==> config.mk <==
export PLATFORM = sky130hd
export DESIGN_NAME = eport_watchdog
export DESIGN_NICKNAME = d
export VERILOG_FILES = /design/src/rtl/eport_wd_pkg.sv /design/src/rtl/eport_wd_presc.sv /design/src/rtl/eport_wd_timer.sv /design/src/rtl/eport_wd_fifo.sv /design/src/rtl/eport_watchdog.sv
export SDC_FILE = /design/constraint.sdc
export NUM_CORES = 1
export LEC_CHECK = 0
export ABC_AREA = 1
export BUFFER_PORTS_ARGS = -buffer_cell sky130_fd_sc_hd__clkbuf_2
export CAP_MARGIN = 10
export CORE_MARGIN = 2
export CORE_UTILIZATION = 28
export CTS_CLUSTER_SIZE = 28
export DETAILED_ROUTE_END_ITERATION = 8
export PLACE_DENSITY_LB_ADDON = 0.25
export REMOVE_ABC_BUFFERS = 1
export SKIP_LAST_GASP = 1
export SYNTH_ARGS = -nofsm -noshare
export SYNTH_HDL_FRONTEND = slang
export SYNTH_SLANG_ARGS = --single-unit
export TNS_END_PERCENT = 10
==> constraint.sdc <==
create_clock -name clk -period 5.45 [get_ports clk]
set_clock_uncertainty 0.1 [all_clocks]
set_input_delay 0.2725 -clock clk [delete_from_list [all_inputs] [get_ports clk]]
set_output_delay 0.2725 -clock clk [all_outputs]
set_load 0.01 [all_outputs]
==> src/rtl/eport_wd_pkg.sv <==
package eport_wd_pkg;
  localparam logic [1:0] RESP_OKAY   = 2'b00;
  localparam logic [1:0] RESP_SLVERR = 2'b10;
  localparam int unsigned DIR_RD = 0;
  localparam int unsigned DIR_WR = 1;
  localparam int unsigned N_DIR  = 2;
endpackage

==> src/rtl/eport_wd_presc.sv <==
module eport_wd_presc #(
  parameter int unsigned DIV_W   = 10,
  parameter int unsigned DIV_RST = 100
) (
  input  logic             clk,
  input  logic             rst_n,
  input  logic             div_we,
  input  logic [DIV_W-1:0] div_val,
  output logic             tick
);
  localparam logic [DIV_W-1:0] RST_VAL = DIV_W'(DIV_RST);

  logic [DIV_W-1:0] div_q, div_d;
  logic [DIV_W-1:0] pcnt_q, pcnt_d;
  logic [DIV_W-1:0] last_cnt;

  always_comb begin
    last_cnt = (div_q == '0) ? '0 : div_q - 1'b1;
    tick     = (pcnt_q >= last_cnt);
    div_d    = div_we ? div_val : div_q;
    if (div_we || tick) pcnt_d = '0;
    else                pcnt_d = pcnt_q + 1'b1;
  end

  always_ff @(posedge clk or negedge rst_n) begin
    if (!rst_n) begin
      div_q  <= RST_VAL;
      pcnt_q <= '0;
    end else begin
      div_q  <= div_d;
      pcnt_q <= pcnt_d;
    end
  end
endmodule

==> src/rtl/eport_wd_timer.sv <==
module eport_wd_timer #(
  parameter int unsigned LIM_W = 16
) (
  input  logic             clk,
  input  logic             rst_n,
  input  logic             tick,
  input  logic             en,
  input  logic             busy,
  input  logic             restart,
  input  logic [LIM_W-1:0] limit,
  output logic             expire
);
  logic [LIM_W-1:0] cnt_q, cnt_d;
  logic [LIM_W:0]   cnt_inc;
  logic             run;

  always_comb begin
    run     = busy && en && !restart;
    cnt_inc = {1'b0, cnt_q} + 1'b1;
    expire  = run && tick && (cnt_inc >= {1'b0, limit});
    cnt_d   = cnt_q;
    if (!run)                   cnt_d = '0;
    else if (tick && !(&cnt_q)) cnt_d = cnt_inc[LIM_W-1:0];
  end

  always_ff @(posedge clk or negedge rst_n) begin
    if (!rst_n) cnt_q <= '0;
    else        cnt_q <= cnt_d;
  end
endmodule

==> src/rtl/eport_wd_fifo.sv <==
module eport_wd_fifo #(
  parameter int unsigned W     = 8,
  parameter int unsigned DEPTH = 4
) (
  input  logic         clk,
  input  logic         rst_n,
  input  logic         push,
  input  logic [W-1:0] din,
  input  logic         pop,
  output logic [W-1:0] dout,
  output logic         empty,
  output logic         full
);
  localparam int unsigned PW = $clog2(DEPTH);

  logic [W-1:0]  mem [DEPTH];
  logic [PW-1:0] wp_q, wp_d, rp_q, rp_d;
  logic [PW:0]   cnt_q, cnt_d;
  logic          do_push, do_pop;

  always_comb begin
    empty   = (cnt_q == '0);
    full    = (cnt_q == (PW+1)'(DEPTH));
    do_push = push && !full;
    do_pop  = pop && !empty;
    dout    = mem[rp_q];
    wp_d    = do_push ? wp_q + 1'b1 : wp_q;
    rp_d    = do_pop  ? rp_q + 1'b1 : rp_q;
    cnt_d   = cnt_q;
    if (do_push && !do_pop)      cnt_d = cnt_q + 1'b1;
    else if (do_pop && !do_push) cnt_d = cnt_q - 1'b1;
  end

  always_ff @(posedge clk) begin
    if (do_push) mem[wp_q] <= din;
  end

  always_ff @(posedge clk or negedge rst_n) begin
    if (!rst_n) begin
      wp_q  <= '0;
      rp_q  <= '0;
      cnt_q <= '0;
    end else begin
      wp_q  <= wp_d;
      rp_q  <= rp_d;
      cnt_q <= cnt_d;
    end
  end
endmodule

==> src/rtl/eport_watchdog.sv <==
module eport_watchdog
  import eport_wd_pkg::*;
#(
  parameter int unsigned ID_W    = 4,
  parameter int unsigned ADDR_W  = 32,
  parameter int unsigned DATA_W  = 32,
  parameter int unsigned LEN_W   = 8,
  parameter int unsigned OUTST   = 4,
  parameter int unsigned LIM_W   = 16,
  parameter int unsigned DIV_W   = 10,
  parameter int unsigned DIV_RST = 100
) (
  input  logic              clk,
  input  logic              rst_n,
  input  logic              cfg_div_we,
  input  logic [DIV_W-1:0]  cfg_div_val,
  input  logic              cfg_ctl_we,
  input  logic              cfg_to_en,
  input  logic              cfg_irq_en,
  input  logic              cfg_sts_clr,
  input  logic [LIM_W-1:0]  cfg_limit,
  output logic              sts_timeout,
  output logic              irq_out,
  input  logic              s_awvalid,
  output logic              s_awready,
  input  logic [ID_W-1:0]   s_awid,
  input  logic [ADDR_W-1:0] s_awaddr,
  input  logic [LEN_W-1:0]  s_awlen,
  input  logic              s_wvalid,
  output logic              s_wready,
  input  logic [DATA_W-1:0] s_wdata,
  input  logic              s_wlast,
  output logic              s_bvalid,
  input  logic              s_bready,
  output logic [ID_W-1:0]   s_bid,
  output logic [1:0]        s_bresp,
  input  logic              s_arvalid,
  output logic              s_arready,
  input  logic [ID_W-1:0]   s_arid,
  input  logic [ADDR_W-1:0] s_araddr,
  input  logic [LEN_W-1:0]  s_arlen,
  output logic              s_rvalid,
  input  logic              s_rready,
  output logic [ID_W-1:0]   s_rid,
  output logic [DATA_W-1:0] s_rdata,
  output logic [1:0]        s_rresp,
  output logic              s_rlast,
  output logic              m_awvalid,
  input  logic              m_awready,
  output logic [ID_W-1:0]   m_awid,
  output logic [ADDR_W-1:0] m_awaddr,
  output logic [LEN_W-1:0]  m_awlen,
  output logic              m_wvalid,
  input  logic              m_wready,
  output logic [DATA_W-1:0] m_wdata,
  output logic              m_wlast,
  input  logic              m_bvalid,
  output logic              m_bready,
  input  logic [ID_W-1:0]   m_bid,
  input  logic [1:0]        m_bresp,
  output logic              m_arvalid,
  input  logic              m_arready,
  output logic [ID_W-1:0]   m_arid,
  output logic [ADDR_W-1:0] m_araddr,
  output logic [LEN_W-1:0]  m_arlen,
  input  logic              m_rvalid,
  output logic              m_rready,
  input  logic [ID_W-1:0]   m_rid,
  input  logic [DATA_W-1:0] m_rdata,
  input  logic [1:0]        m_rresp,
  input  logic              m_rlast
);
  localparam int unsigned RQ_W  = ID_W + LEN_W;
  localparam int unsigned WDN_W = $clog2(OUTST) + 2;

  // control and status registers
  logic to_en_q, to_en_d, irq_en_q, irq_en_d;
  logic sts_q, sts_d, failed_q, failed_d, rearm_q, rearm_d;
  logic [LEN_W-1:0] rbeat_q, rbeat_d;
  logic [WDN_W-1:0] wdone_q, wdone_d;

  logic tick;
  logic [N_DIR-1:0] t_busy, t_restart, t_expire;
  logic any_expire;

  logic [RQ_W-1:0] rq_head;
  logic [ID_W-1:0] rq_id, wq_id;
  logic [LEN_W-1:0] rq_len;
  logic rq_push, rq_pop, rq_empty, rq_full;
  logic wq_push, wq_pop, wq_empty, wq_full;
  logic r_beat, r_last, w_last_in, b_out;

  eport_wd_presc #(.DIV_W(DIV_W), .DIV_RST(DIV_RST)) u_presc (
    .clk(clk), .rst_n(rst_n), .div_we(cfg_div_we), .div_val(cfg_div_val), .tick(tick)
  );

  eport_wd_fifo #(.W(RQ_W), .DEPTH(OUTST)) u_rq (
    .clk(clk), .rst_n(rst_n), .push(rq_push), .din({s_arid, s_arlen}),
    .pop(rq_pop), .dout(rq_head), .empty(rq_empty), .full(rq_full)
  );

  eport_wd_fifo #(.W(ID_W), .DEPTH(OUTST)) u_wq (
    .clk(clk), .rst_n(rst_n), .push(wq_push), .din(s_awid),
    .pop(wq_pop), .dout(wq_id), .empty(wq_empty), .full(wq_full)
  );

  generate
    for (genvar g = 0; g < N_DIR; g++) begin : g_tmr
      eport_wd_timer #(.LIM_W(LIM_W)) u_tmr (
        .clk(clk), .rst_n(rst_n), .tick(tick), .en(to_en_q),
        .busy(t_busy[g]), .restart(t_restart[g]), .limit(cfg_limit),
        .expire(t_expire[g])
      );
    end
  endgenerate

  assign rq_id  = rq_head[RQ_W-1:LEN_W];
  assign rq_len = rq_head[LEN_W-1:0];

  // channel steering
  always_comb begin
    m_arid   = s_arid;
    m_araddr = s_araddr;
    m_arlen  = s_arlen;
    m_awid   = s_awid;
    m_awaddr = s_awaddr;
    m_awlen  = s_awlen;
    m_wdata  = s_wdata;
    m_wlast  = s_wlast;
    if (failed_q) begin
      m_arvalid = 1'b0;
      s_arready = !rq_full;
      m_awvalid = 1'b0;
      s_awready = !wq_full;
      m_wvalid  = 1'b0;
      s_wready  = 1'b1;
      m_rready  = 1'b1;
      s_rvalid  = !rq_empty;
      s_rid     = rq_id;
      s_rdata   = '0;
      s_rresp   = RESP_SLVERR;
      s_rlast   = (rbeat_q == rq_len);
      m_bready  = 1'b1;
      s_bvalid  = !wq_empty && (wdone_q != '0);
      s_bid     = wq_id;
      s_bresp   = RESP_SLVERR;
    end else begin
      m_arvalid = s_arvalid && !rq_full;
      s_arready = m_arready && !rq_full;
      m_awvalid = s_awvalid && !wq_full;
      s_awready = m_awready && !wq_full;
      m_wvalid  = s_wvalid;
      s_wready  = m_wready;
      m_rready  = s_rready;
      s_rvalid  = m_rvalid;
      s_rid     = m_rid;
      s_rdata   = m_rdata;
      s_rresp   = m_rresp;
      s_rlast   = m_rlast;
      m_bready  = s_bready;
      s_bvalid  = m_bvalid;
      s_bid     = m_bid;
      s_bresp   = m_bresp;
    end
  end

  // tracking and next state
  always_comb begin
    rq_push   = s_arvalid && s_arready;
    wq_push   = s_awvalid && s_awready;
    r_beat    = failed_q ? (s_rvalid && s_rready) : (m_rvalid && m_rready);
    r_last    = failed_q ? s_rlast : m_rlast;
    rq_pop    = r_beat && r_last && !rq_empty;
    b_out     = s_bvalid && s_bready;
    wq_pop    = failed_q ? b_out : (m_bvalid && m_bready && !wq_empty);
    w_last_in = s_wvalid && s_wready && s_wlast;

    t_busy[DIR_RD]    = !failed_q && !rq_empty;
    t_restart[DIR_RD] = m_rvalid && m_rready;
    t_busy[DIR_WR]    = !failed_q && !wq_empty;
    t_restart[DIR_WR] = m_bvalid && m_bready;
    any_expire        = |t_expire;

    rbeat_d = rbeat_q;
    if (r_beat && !rq_empty) rbeat_d = r_last ? '0 : rbeat_q + 1'b1;

    wdone_d = wdone_q;
    if (w_last_in && !(b_out && wdone_q != '0)) begin
      if (!(&wdone_q)) wdone_d = wdone_q + 1'b1;
    end else if (b_out && !w_last_in && wdone_q != '0) begin
      wdone_d = wdone_q - 1'b1;
    end

    to_en_d  = cfg_ctl_we ? cfg_to_en  : to_en_q;
    irq_en_d = cfg_ctl_we ? cfg_irq_en : irq_en_q;

    sts_d = sts_q;
    if (cfg_sts_clr) sts_d = 1'b0;
    if (any_expire)  sts_d = 1'b1;

    rearm_d = rearm_q;
    if (any_expire)                rearm_d = 1'b0;
    else if (failed_q && !to_en_q) rearm_d = 1'b1;

    failed_d = failed_q;
    if (any_expire) failed_d = 1'b1;
    else if (failed_q && !sts_q && to_en_q && rearm_q && rq_empty && wq_empty)
      failed_d = 1'b0;
  end

  always_ff @(posedge clk or negedge rst_n) begin
    if (!rst_n) begin
      to_en_q  <= 1'b0;
      irq_en_q <= 1'b0;
      sts_q    <= 1'b0;
      failed_q <= 1'b0;
      rearm_q  <= 1'b0;
      rbeat_q  <= '0;
      wdone_q  <= '0;
    end else begin
      to_en_q  <= to_en_d;
      irq_en_q <= irq_en_d;
      sts_q    <= sts_d;
      failed_q <= failed_d;
      rearm_q  <= rearm_d;
      rbeat_q  <= rbeat_d;
      wdone_q  <= wdone_d;
    end
  end

  assign sts_timeout = sts_q;
  assign irq_out     = sts_q && irq_en_q;
endmodule

Word-level counts from Yosys, hierarchy flattened
Memory sizes are Yosys's and may differ from the RTL's. Index checks and enable logic that the tools add are counted.

Flip-flop bits (word level): 83. Bits in writable memories: 64. Bits of input ports: 209. Output and inout port bits: 178. Word-level logic and storage cells: 167. Memories: 2.

Memory list: u_rq.mem (words 4, width 12, read ports 1, clocked after memory_dff 0, write ports 1, line eport_wd_fifo.sv:16) `logic [W-1:0] mem [DEPTH];`; u_wq.mem (words 4, width 4, read ports 1, clocked after memory_dff 0, write ports 1, line eport_wd_fifo.sv:16).

$add $sub $neg: 15. Order comparisons: 3. Equality and inequality tests: 6. Muxes and demuxes: 43. Reductions and logical operators: 81.

Operators by type and width (number): $mux W16 (4); $logic_and A1 B1 Y1 (48); $add A16 B1 Y17 const B (2); $ge A17 B16 Y1 (2); $mux W32 (1); $reduce_and A16 Y1 (2); $mux W1 (24); $mux W10 (2); $mux W4 (5); $logic_not A1 Y1 (17); $mux W3 (4); $reduce_bool A2 Y1 (6); $add A10 B1 Y10 const B (1); $ge A10 B10 Y1 (1); $logic_not A10 Y1 (1); $sub A10 B1 Y10 const B (1); $add A2 B1 Y2 const B (4); $add A8 B1 Y8 const B (1); $eq A8 B8 Y1 (1); $mux W8 (1); $add A3 B1 Y3 const B (2); $eq A3 B3 Y1 const B (2); $logic_not A3 Y1 (2); $ne A2 B2 Y1 const B (3); other kinds (9) (11).

Depth between registers and ports, before layout
Gate-level depths: netlist of the first run.

Word-level depth: 11. Gate-level depth with buffers: 20. Mapped depth without buffers: 20.

Modules after synthesis
Synthesis of the first run repeated with hierarchy kept, for this count alone.

Cell total of the unflattened synthesis: 1317. Area total of the unflattened synthesis: 10428.8 um^2.

By module, submodules not included: eport_wd_timer (instances 2, cells an instance 224, area an instance 1536.5 um^2, sequential area each 400.4 um^2); eport_watchdog (instances 1, cells an instance 386, area an instance 2493.6 um^2, sequential area each 425.4 um^2); eport_wd_fifo at u_rq (instances 1, cells an instance 201, area an instance 2433.6 um^2, sequential area each 1616.6 um^2); eport_wd_presc (instances 1, cells an instance 175, area an instance 1340.0 um^2, sequential area each 504.2 um^2); eport_wd_fifo at u_wq (instances 1, cells an instance 107, area an instance 1088.5 um^2, sequential area each 655.6 um^2).

Worst setup path before layout of the first run
No wires, ideal clock.

Kind: register -> register. From: register u_presc.div_q[3]. To: register g_tmr[0].u_tmr.cnt_q[3]. Data arrival time: 2.447 ns. Slack: 2.820 ns. Cell stages (with the launch flop): 16. Buffers on the path: 1. Period minus slack after synthesis: 2.630 ns. Cells stage by stage: dfrtp_1 > nor2_1 > nand4_1 > nor2_1 > nand3_1 > xor2_1 > nand2_1 > ha_1 > nand2_1 > or2_2 > nand4_2 > nand2_1 > inv_1 > nand2_1 > buf_4 > o22ai_1.

Word-level cells in the longest chain between the ends: 5.

RTL lines: start: declaration (line eport_wd_presc.sv:13) `logic [DIV_W-1:0] div_q, div_d;`; start signal: assignment (line eport_wd_presc.sv:30) `div_q <= div_d;`; $sub A10 B1 Y10 or $logic_not A10 Y1 (tied branches) (line eport_wd_presc.sv:18) `last_cnt = (div_q == '0) ? '0 : div_q - 1'b1;`; $mux W10 * (line eport_wd_presc.sv:18); $ge A10 B10 Y1 * (line eport_wd_presc.sv:19) `tick = (pcnt_q >= last_cnt);`; $logic_and A1 B1 Y1 * (line eport_wd_timer.sv:23) `else if (tick && !(&cnt_q)) cnt_d = cnt_inc[LIM_W-1:0];`; $ne A2 B2 Y1 (no source line) *; end signal: assignment (line eport_wd_timer.sv:28) `else cnt_q <= cnt_d;`; end: declaration (line eport_wd_timer.sv:13) `logic [LIM_W-1:0] cnt_q, cnt_d;`.

Mark *: on every way between the ends. The rest lies on a longest branch, timed or not. A chain may end at the register's enable or synchronous reset.

Worst setup path after layout of the first run
From: register u_rq.rp_q[0]. To: register u_rq.cnt_q[1].

Word-level cells in the longest chain between the ends: 10.

RTL lines: start: declaration (line eport_wd_fifo.sv:17) `logic [PW-1:0] wp_q, wp_d, rp_q, rp_d;`; start signal: assignment (line eport_wd_fifo.sv:45) `rp_q <= rp_d;`; $mem_v2 Z4 W12; $eq A8 B8 Y1 (line eport_watchdog.sv:142) `s_rlast = (rbeat_q == rq_len);`; $mux W1 (line eport_watchdog.sv:130) `if (failed_q) begin`; $mux W1 (line eport_watchdog.sv:172) `r_last = failed_q ? s_rlast : m_rlast;`; $logic_and A1 B1 Y1 (2 in series) (line eport_watchdog.sv:173) `rq_pop = r_beat && r_last && !rq_empty;`; $logic_and A1 B1 Y1 (line eport_wd_fifo.sv:25) `do_pop = pop && !empty;`; $logic_not A1 Y1 (line eport_wd_fifo.sv:30) `if (do_push && !do_pop) cnt_d = cnt_q + 1'b1;`; $logic_and A1 B1 Y1 (line eport_wd_fifo.sv:30); $mux W3 (line eport_wd_fifo.sv:30); named net u_rq.cnt_d[1] (line eport_wd_fifo.sv:18) `logic [PW:0] cnt_q, cnt_d;`; end signal: assignment (line eport_wd_fifo.sv:46) `cnt_q <= cnt_d;`; end: declaration (line eport_wd_fifo.sv:18).

The timed path passes the listed nets, and every way through them passes these cells.

==> flow_summary.toml, run 1 <==
[outcome]
outcome = "completed"

[clocking]
cts.sinks = 147
post_cts_buffers = 0
clkTransAtPathRegs_ns = 0.07
htreeDepth = 4
cts_tree = "built"
clock_path_buffers = 2
numCtsBuffers = 17
clkLatencyLatePin_ns = 0.43
cts_root_buffer = "clkbuf_16"

[layout]
diodes = 0
area_delta_synth_final_pct = 13.9
drive_gt1_frac = 0.204
finish.net_count = 1528
final_core_util = 0.323
final_common_cell = "nand2_1"
most-common-layout-cells = "189 x nand2_1, 182 x inv_1, 177 x clkbuf_2, 141 x nor2_1, 79 x dfrtp_1"

[synthesis]
synthCells = 1168
ys_top_cells_by_area = "dfrtp_1 21%, edfxtp_1 20%, buf_4 9.6%"
synth_seq_cells = 147
syn_area_mm2 = 0.00974
synth_edf_count = 64
avgSynthCellArea_um2 = 8.34
yosys_warnings = 0
synth_ff_type = "dfrtp_1"
async_flop_share = 0.565
synth_cell_types = 45
synth_top_area_cell = "dfrtp_1"
seq_area_frac_synth = 0.411
synth_top_area_frac = 0.205

[timing]
tns_ns = 0
setup_viol = 0
fin_crit_sh = 0.623
slew_headroom = 0.392
setup_ws_ns = 2.05
rsz0062_at_grt = "no"
hold_viol_final = 0
fin_crit_ns = 3.40
finalMaxSlewViolations = 0
worst_pin_slew_ns = 0.912
fmax_ghz = 0.295

[power_and_ir_drop]
ir_drop_mv = 0.159
total_power_mw = 4.12
p_per_area_mw_per_mm2 = 371
total_leakage_power_nw = 5.51

[detailed_routing]
routed_wl_mm = 35.6
drt-vias-per-instance = 4.60
remaining_drc_errors = 0
dr.pass1.iters = 5
vias = 7927
drt_iter0_drc = 414
routedWlPerCell_um = 20.6
drtAntennaViolNets = 0

[setup_path]
cp-end-kind = "flop"
cp_slowest_stage_delay_ns = 0.94
r2r_slack_ns = 2.05
r2r-end = "u_rq.cnt_q[1]"
cp_slowest_cell = "dfrtp_1"
crit_end = "u_rq.cnt_q[1]"
cp-startpoint = "u_rq.rp_q[0]"
crit_path_frequent_cell = "nand2_1"
cp_cell_sequence = "inv_4, nand2_1, nand3_1, nand3_1, nand2_1, inv_1, nand2_1, nor2_1, nand3_1, nand2_2, nand2_1, ha_1, inv_1, fa_1, mux2_2"
rr_startpoint = "u_rq.rp_q[0]"
cp_max_fo = 26
critPathRequiredTime_ns = 5.67
criticalPathCategory = "reg2reg"
critPathLaunchType = "flop"
worstRegToRegCells = 15
cp.arrival_ns = 3.61

[floorplan]
dieHeight_um = 191
boundaryPins = 387
core_mm2 = 0.0344
start_util = 0.283
dieWidth_um = 191
die-area_mm2 = 0.0363
rows = 68

[flow_run]
drv_cap = 0

[grt]
grt_max_degree = 52
grt_pass1_wl_mm = 50.1
antenna_found_initial = 0
grt-ovfl-total = 0
grt_use_total = 0.195
grt_pass1_vias = 7326

[placed_design]
globalplace.congestion = 0.781
pre_cts_ws_ns = 2.02
port_buffers = 178
dp_hpwl_mm = 27.8

[worst_hold_path]
hp-class = "in2reg"
holdPathStages = 1
final cells by class:
type                    count  area [µm²]
multi-input cells         690        3980
clock buffers              17         425
repair buffers            215        1250
inverters                 185         697
clock inverters            15         183
flip-flops and latches    147        4000
fillers                  3589       23300
well taps                 455         569
sequential cells by signal (all words and copies together), names as in the netlist, 4 cells and up:
name and count:
u_rq.mem 48, g_tmr.u_tmr.cnt_q 32, u_wq.mem 16, u_presc.div_q 10
u_presc.pcnt_q 10, rbeat_q 8, wdone_q 4
logic make-up (layout without fill, tap and decap cells):
family                     after synthesis  after routing  share of synthesized area
and+or+nand+nor                        458            458                      0.207
buffers and inverters                  331            432                      0.181
DFF                                    147            147                      0.411
AOI/OAI and AO/OA                      120            120                     0.0726
adders and majority gates               63             63                     0.0832
xor gates and xnor gates                45             45                     0.0405
muxes                                    4              4                    0.00462
repair_timing:
item | in CTS | in global routing
hold buffers | 29 | 1
resized for setup | 0 | 0
endpoints found under the hold margin | 93 | 4
metal layers:
layer | vias to the layer above | part of all wire | track usage
li1 | 3817 | - | -
met1 | 3550 | 0.37 | 0.206
met2 | 513 | 0.41 | 0.281
met3 | 37 | 0.19 | 0.172
met4 | 10 | 0.014 | 0.0444
met5 | - | 0.013 | 0.100
cell usage after synthesis, drive strengths merged (4+ instances only):
cell type,n
a21oi,32
a31oi,9
buf,133
clkbuf,13
dfrtp,80
edfxtp,64
ha,60
inv,185
mux2,4
nand2,193
nand3,70
nand4,18
nor2,142
nor3,16
nor3b,5
o21ai,52
o22ai,23
or2,8
xnor2,5
xor2,40
through the flow:
stage / hold WS, ns / std cells / area, µm²
final: 0.0118 / 1724 / 11100
after global routing: 0.000515 / 1724 / 11100
after CTS: 0.00206 / 1723 / 11100
after detailed placement: 0.159 / 1662 / 10200
after global placement: 0.157 / 1662 / 10200
after floorplan: -0.123 / 1022 / 8680
how the worst min path moves through the flow:
stage / slack (ns) / endpoint / start
after floorplan: -0.12 / failed_q / rst_n
after global placement: 0.16 / g_tmr[1].u_tmr.cnt_q[4] / rst_n
after detailed placement: 0.16 / g_tmr[1].u_tmr.cnt_q[4] / rst_n
after CTS: 0.002 / u_rq.mem[3][2] / s_arlen[2]
after global routing: 0.0005 / u_wq.mem[1][0] / s_awid[0]
final: 0.01 / u_wq.mem[1][0] / s_awid[0]
report_power, final:
group          internal, mW  switching (mW)
clock                 0.624           0.577
combinational         0.526           0.829
sequential             1.36           0.204
total                  2.51            1.61
critical path: cells and delay by family, from the launching register on:
| family | cells | cell delay (ns) |
|---|---|---|
| multiplexers | 1 | 0.27 |
| flip-flops | 1 | 0.94 |
| buffers and inverters | 3 | 0.41 |
| adder cells (fa/ha/maj) | 2 | 0.63 |
| AND/OR/NAND/NOR | 9 | 0.91 |
(Power assumes the default switching activity.)
==> run 2: changes to the inputs <==
ABC_AREA = 0   (was 1)
clock period = 3 ns   (was 5.45 ns; I/O delays follow)
==> flow_summary.toml, run 2 <==
[layout]
final_common_cell = "clkbuf_2"
finish.net_count = 1343
top_regs = "u_rq.mem (48), g_tmr.u_tmr.cnt_q (32), u_wq.mem (16)"
most-common-layout-cells = "177 x clkbuf_2, 81 x buf_4, 79 x dfrtp_1, 64 x edfxtp_1, 59 x ha_1"
largest_reg_flops = 48
drive_gt1_frac = 0.335
largest_register = "u_rq.mem"
fill_cells = 3402
area_delta_synth_final_pct = 21.9

[setup_path]
cp-end-kind = "flop"
worstRegToRegCells = 13
rr_startpoint = "u_presc.div_q[5]"
r2r-end = "g_tmr[0].u_tmr.cnt_q[13]"
r2r_slack_ns = -0.23
critPathLaunchType = "flop"
critPathRequiredTime_ns = 3.26
cp_max_fo = 7
criticalPathCategory = "reg2reg"
cp.arrival_ns = 3.49

[detailed_routing]
drtAntennaViolNets = 0
routed_wl_mm = 44.8
drt_iter0_drc = 601
drt-vias-per-instance = 4.92
dr.pass1.iters = 5
vias = 7535
routedWlPerCell_um = 29.2
remaining_drc_errors = 0

[flow_run]
drv_cap = 0

[synthesis]
synth_commonest_cells = "126 x buf_4, 80 x dfrtp_1, 64 x edfxtp_1, 60 x ha_1, 58 x nand2_1"
ys_top_cells_by_area = "dfrtp_1 21%, edfxtp_1 20%, buf_4 9.9%"
async_flop_share = 0.565
syn_area_mm2 = 0.00959
synthCells = 905
seq_area_frac_synth = 0.417
synth_top_area_cell = "dfrtp_1"
synth_top_area_frac = 0.209
synth_seq_cells = 147
synth_cell_types = 63
synth_edf_count = 64
yosys_warnings = 0
avgSynthCellArea_um2 = 10.6
synth.most_common_cell = "buf_4"
synth_ff_type = "dfrtp_1"

[timing]
fin_crit_sh = 1.08
tns_ns = -5.88
rsz0062_at_grt = "yes"
fmax_ghz = 0.310
whs_ns = 0.0617
hold_viol_final = 0
slew_headroom = 0.496
setup_viol = 45
finalMaxSlewViolations = 0
setup_ws_ns = -0.228
fin_crit_ns = 3.23
worst_pin_slew_ns = 0.756

[clocking]
cts_root_buffer = "clkbuf_16"
clkLatencyLatePin_ns = 0.44
htreeDepth = 4
cts.sinks = 147
numCtsBuffers = 17
clkTransAtPathRegs_ns = 0.07
cts_tree = "built"
clock_path_buffers = 2

[placed_design]
globalplace.congestion = 0.957
dp_hpwl_mm = 37.7
port_buffers = 178
pre_cts_ws_ns = -0.399

[power_and_ir_drop]
pwr-share-clk = 0.282
power.switching_mw = 2.88
sw_frac_of_total = 0.366
ir_drop_mv = 0.428
cell_internal_pwr_mw = 4.99
power.sequential.fraction = 0.356
p_per_area_mw_per_mm2 = 673
power_frac_comb = 0.362
total_leakage_power_nw = 5.22

[grt]
grt_pass1_wl_mm = 60.7
grt-ovfl-total = 0
antenna_found_initial = 1
grt_use_total = 0.251
grt_pass1_vias = 7176
grt_max_degree = 53
met3_usage = 0.262
grt_use_met2 = 0.378
top_usage_layer = "met2"
gr-usage-met1 = 0.229

[floorplan]
rows = 67
start_util = 0.285
dieWidth_um = 189
die-area_mm2 = 0.0358
core_mm2 = 0.0336
dieHeight_um = 189
boundaryPins = 387

[outcome]
outcome = "finished with violations"
violations = "negative setup slack"

[worst_hold_path]
hold_end = "u_presc.div_q[1]"
holdPathStages = 2
min_from = "cfg_div_we"
hp-class = "in2reg"
## run 2: how the worst max path moves through the flow
| stage | startpoint | endpoint | slack (ns) | cells past startpoint |
|---|---|---|---|---|
| 2_1_floorplan | u_presc.div_q[7] | u_presc.pcnt_q[2] | -0.60 | 11 |
| 3_3_place_gp | u_presc.div_q[7] | g_tmr[1].u_tmr.cnt_q[6] | -0.37 | 12 |
| 3_5_place_dp | u_presc.div_q[7] | g_tmr[1].u_tmr.cnt_q[7] | -0.40 | 11 |
| 4_1_cts | u_presc.div_q[6] | g_tmr[0].u_tmr.cnt_q[13] | -0.25 | 13 |
| 5_1_grt | u_presc.div_q[5] | g_tmr[0].u_tmr.cnt_q[13] | -0.40 | 14 |
| 6_report | u_presc.div_q[5] | g_tmr[0].u_tmr.cnt_q[13] | -0.23 | 13 |
## run 2: per-stage QoR
stage | total power, mW | std cells | util | area (µm²)
2_1_floorplan | 4.45 | 757 | - | 8550
4_1_cts | 7.93 | 1531 | 0.347 | 11700
3_3_place_gp | 5.63 | 1463 | 0.316 | 10600
5_1_grt | 8.32 | 1532 | 0.348 | 11700
3_5_place_dp | 5.64 | 1463 | 0.316 | 10600
6_report | 7.87 | 1533 | 0.348 | 11700
## run 2: layout make-up
class / count / area [µm²] / share of cell area
Antenna cell: 1 / 2.50 / 0.000214
Clock buffer: 17 / 425 / 0.0364
Clock inverter: 15 / 180 / 0.0154
Inverter: 32 / 120 / 0.0103
Multi-Input combinational cell: 578 / 4490 / 0.383
Sequential cell: 147 / 4000 / 0.342
Tap cell: 448 / 561 / 0.0479
Timing Repair Buffer: 295 / 1920 / 0.164
## run 2: what timing repair did
item	CTS	global route
pin swaps	12	9
cloned	2	0
gates resized for setup	12	5
endpoints found under the hold margin	124	0
setup buffers	2	1
endpoints found under the setup margin	45	46
hold buffers	32	0
## run 2: worst max-delay path, cell delays in order (launching register included)
cell and delay [ns]:
dfstp_2 0.37, or4_4 0.55, nor2_4 0.10, nand4b_1 0.17
and2_1 0.19, ha_1 0.26, nand2b_1 0.11, a21oi_2 0.05
o21ai_2 0.22, a221oi_4 0.12, buf_6 0.16, buf_16 0.14
or4_4 0.48, a21oi_2 0.14
## run 2: cells by family after synthesis
logic type               count (synthesis)  share of synthesized area
AO/OA/AOI/OAI                          122                     0.0861
XOR/XNOR                                66                     0.0602
adder cells (fa/ha/maj)                 63                     0.0845
buffers and inverters                  180                      0.121
flip-flops                             147                      0.417
multiplexers                            50                     0.0747
AND/OR/NAND/NOR                        277                      0.156
## run 2: layer usage
metal | part of all wire | up-vias
met1 | 0.31 | 3547
met4 | 0.017 | 6
met2 | 0.43 | 500
met3 | 0.23 | 45
met5 | 0.0090 | -
li1 | - | 3437
## run 2: power by group through the flow
stage                     combinational [mW]  sequential, mW  clock [mW]
after detailed placement                2.81            2.83           0
after global placement                  2.80            2.83           0
after global routing                    3.12            2.85        2.34
after CTS                               2.86            2.80        2.27
final                                   2.85            2.80        2.22
after floorplan                         1.57            2.87           0
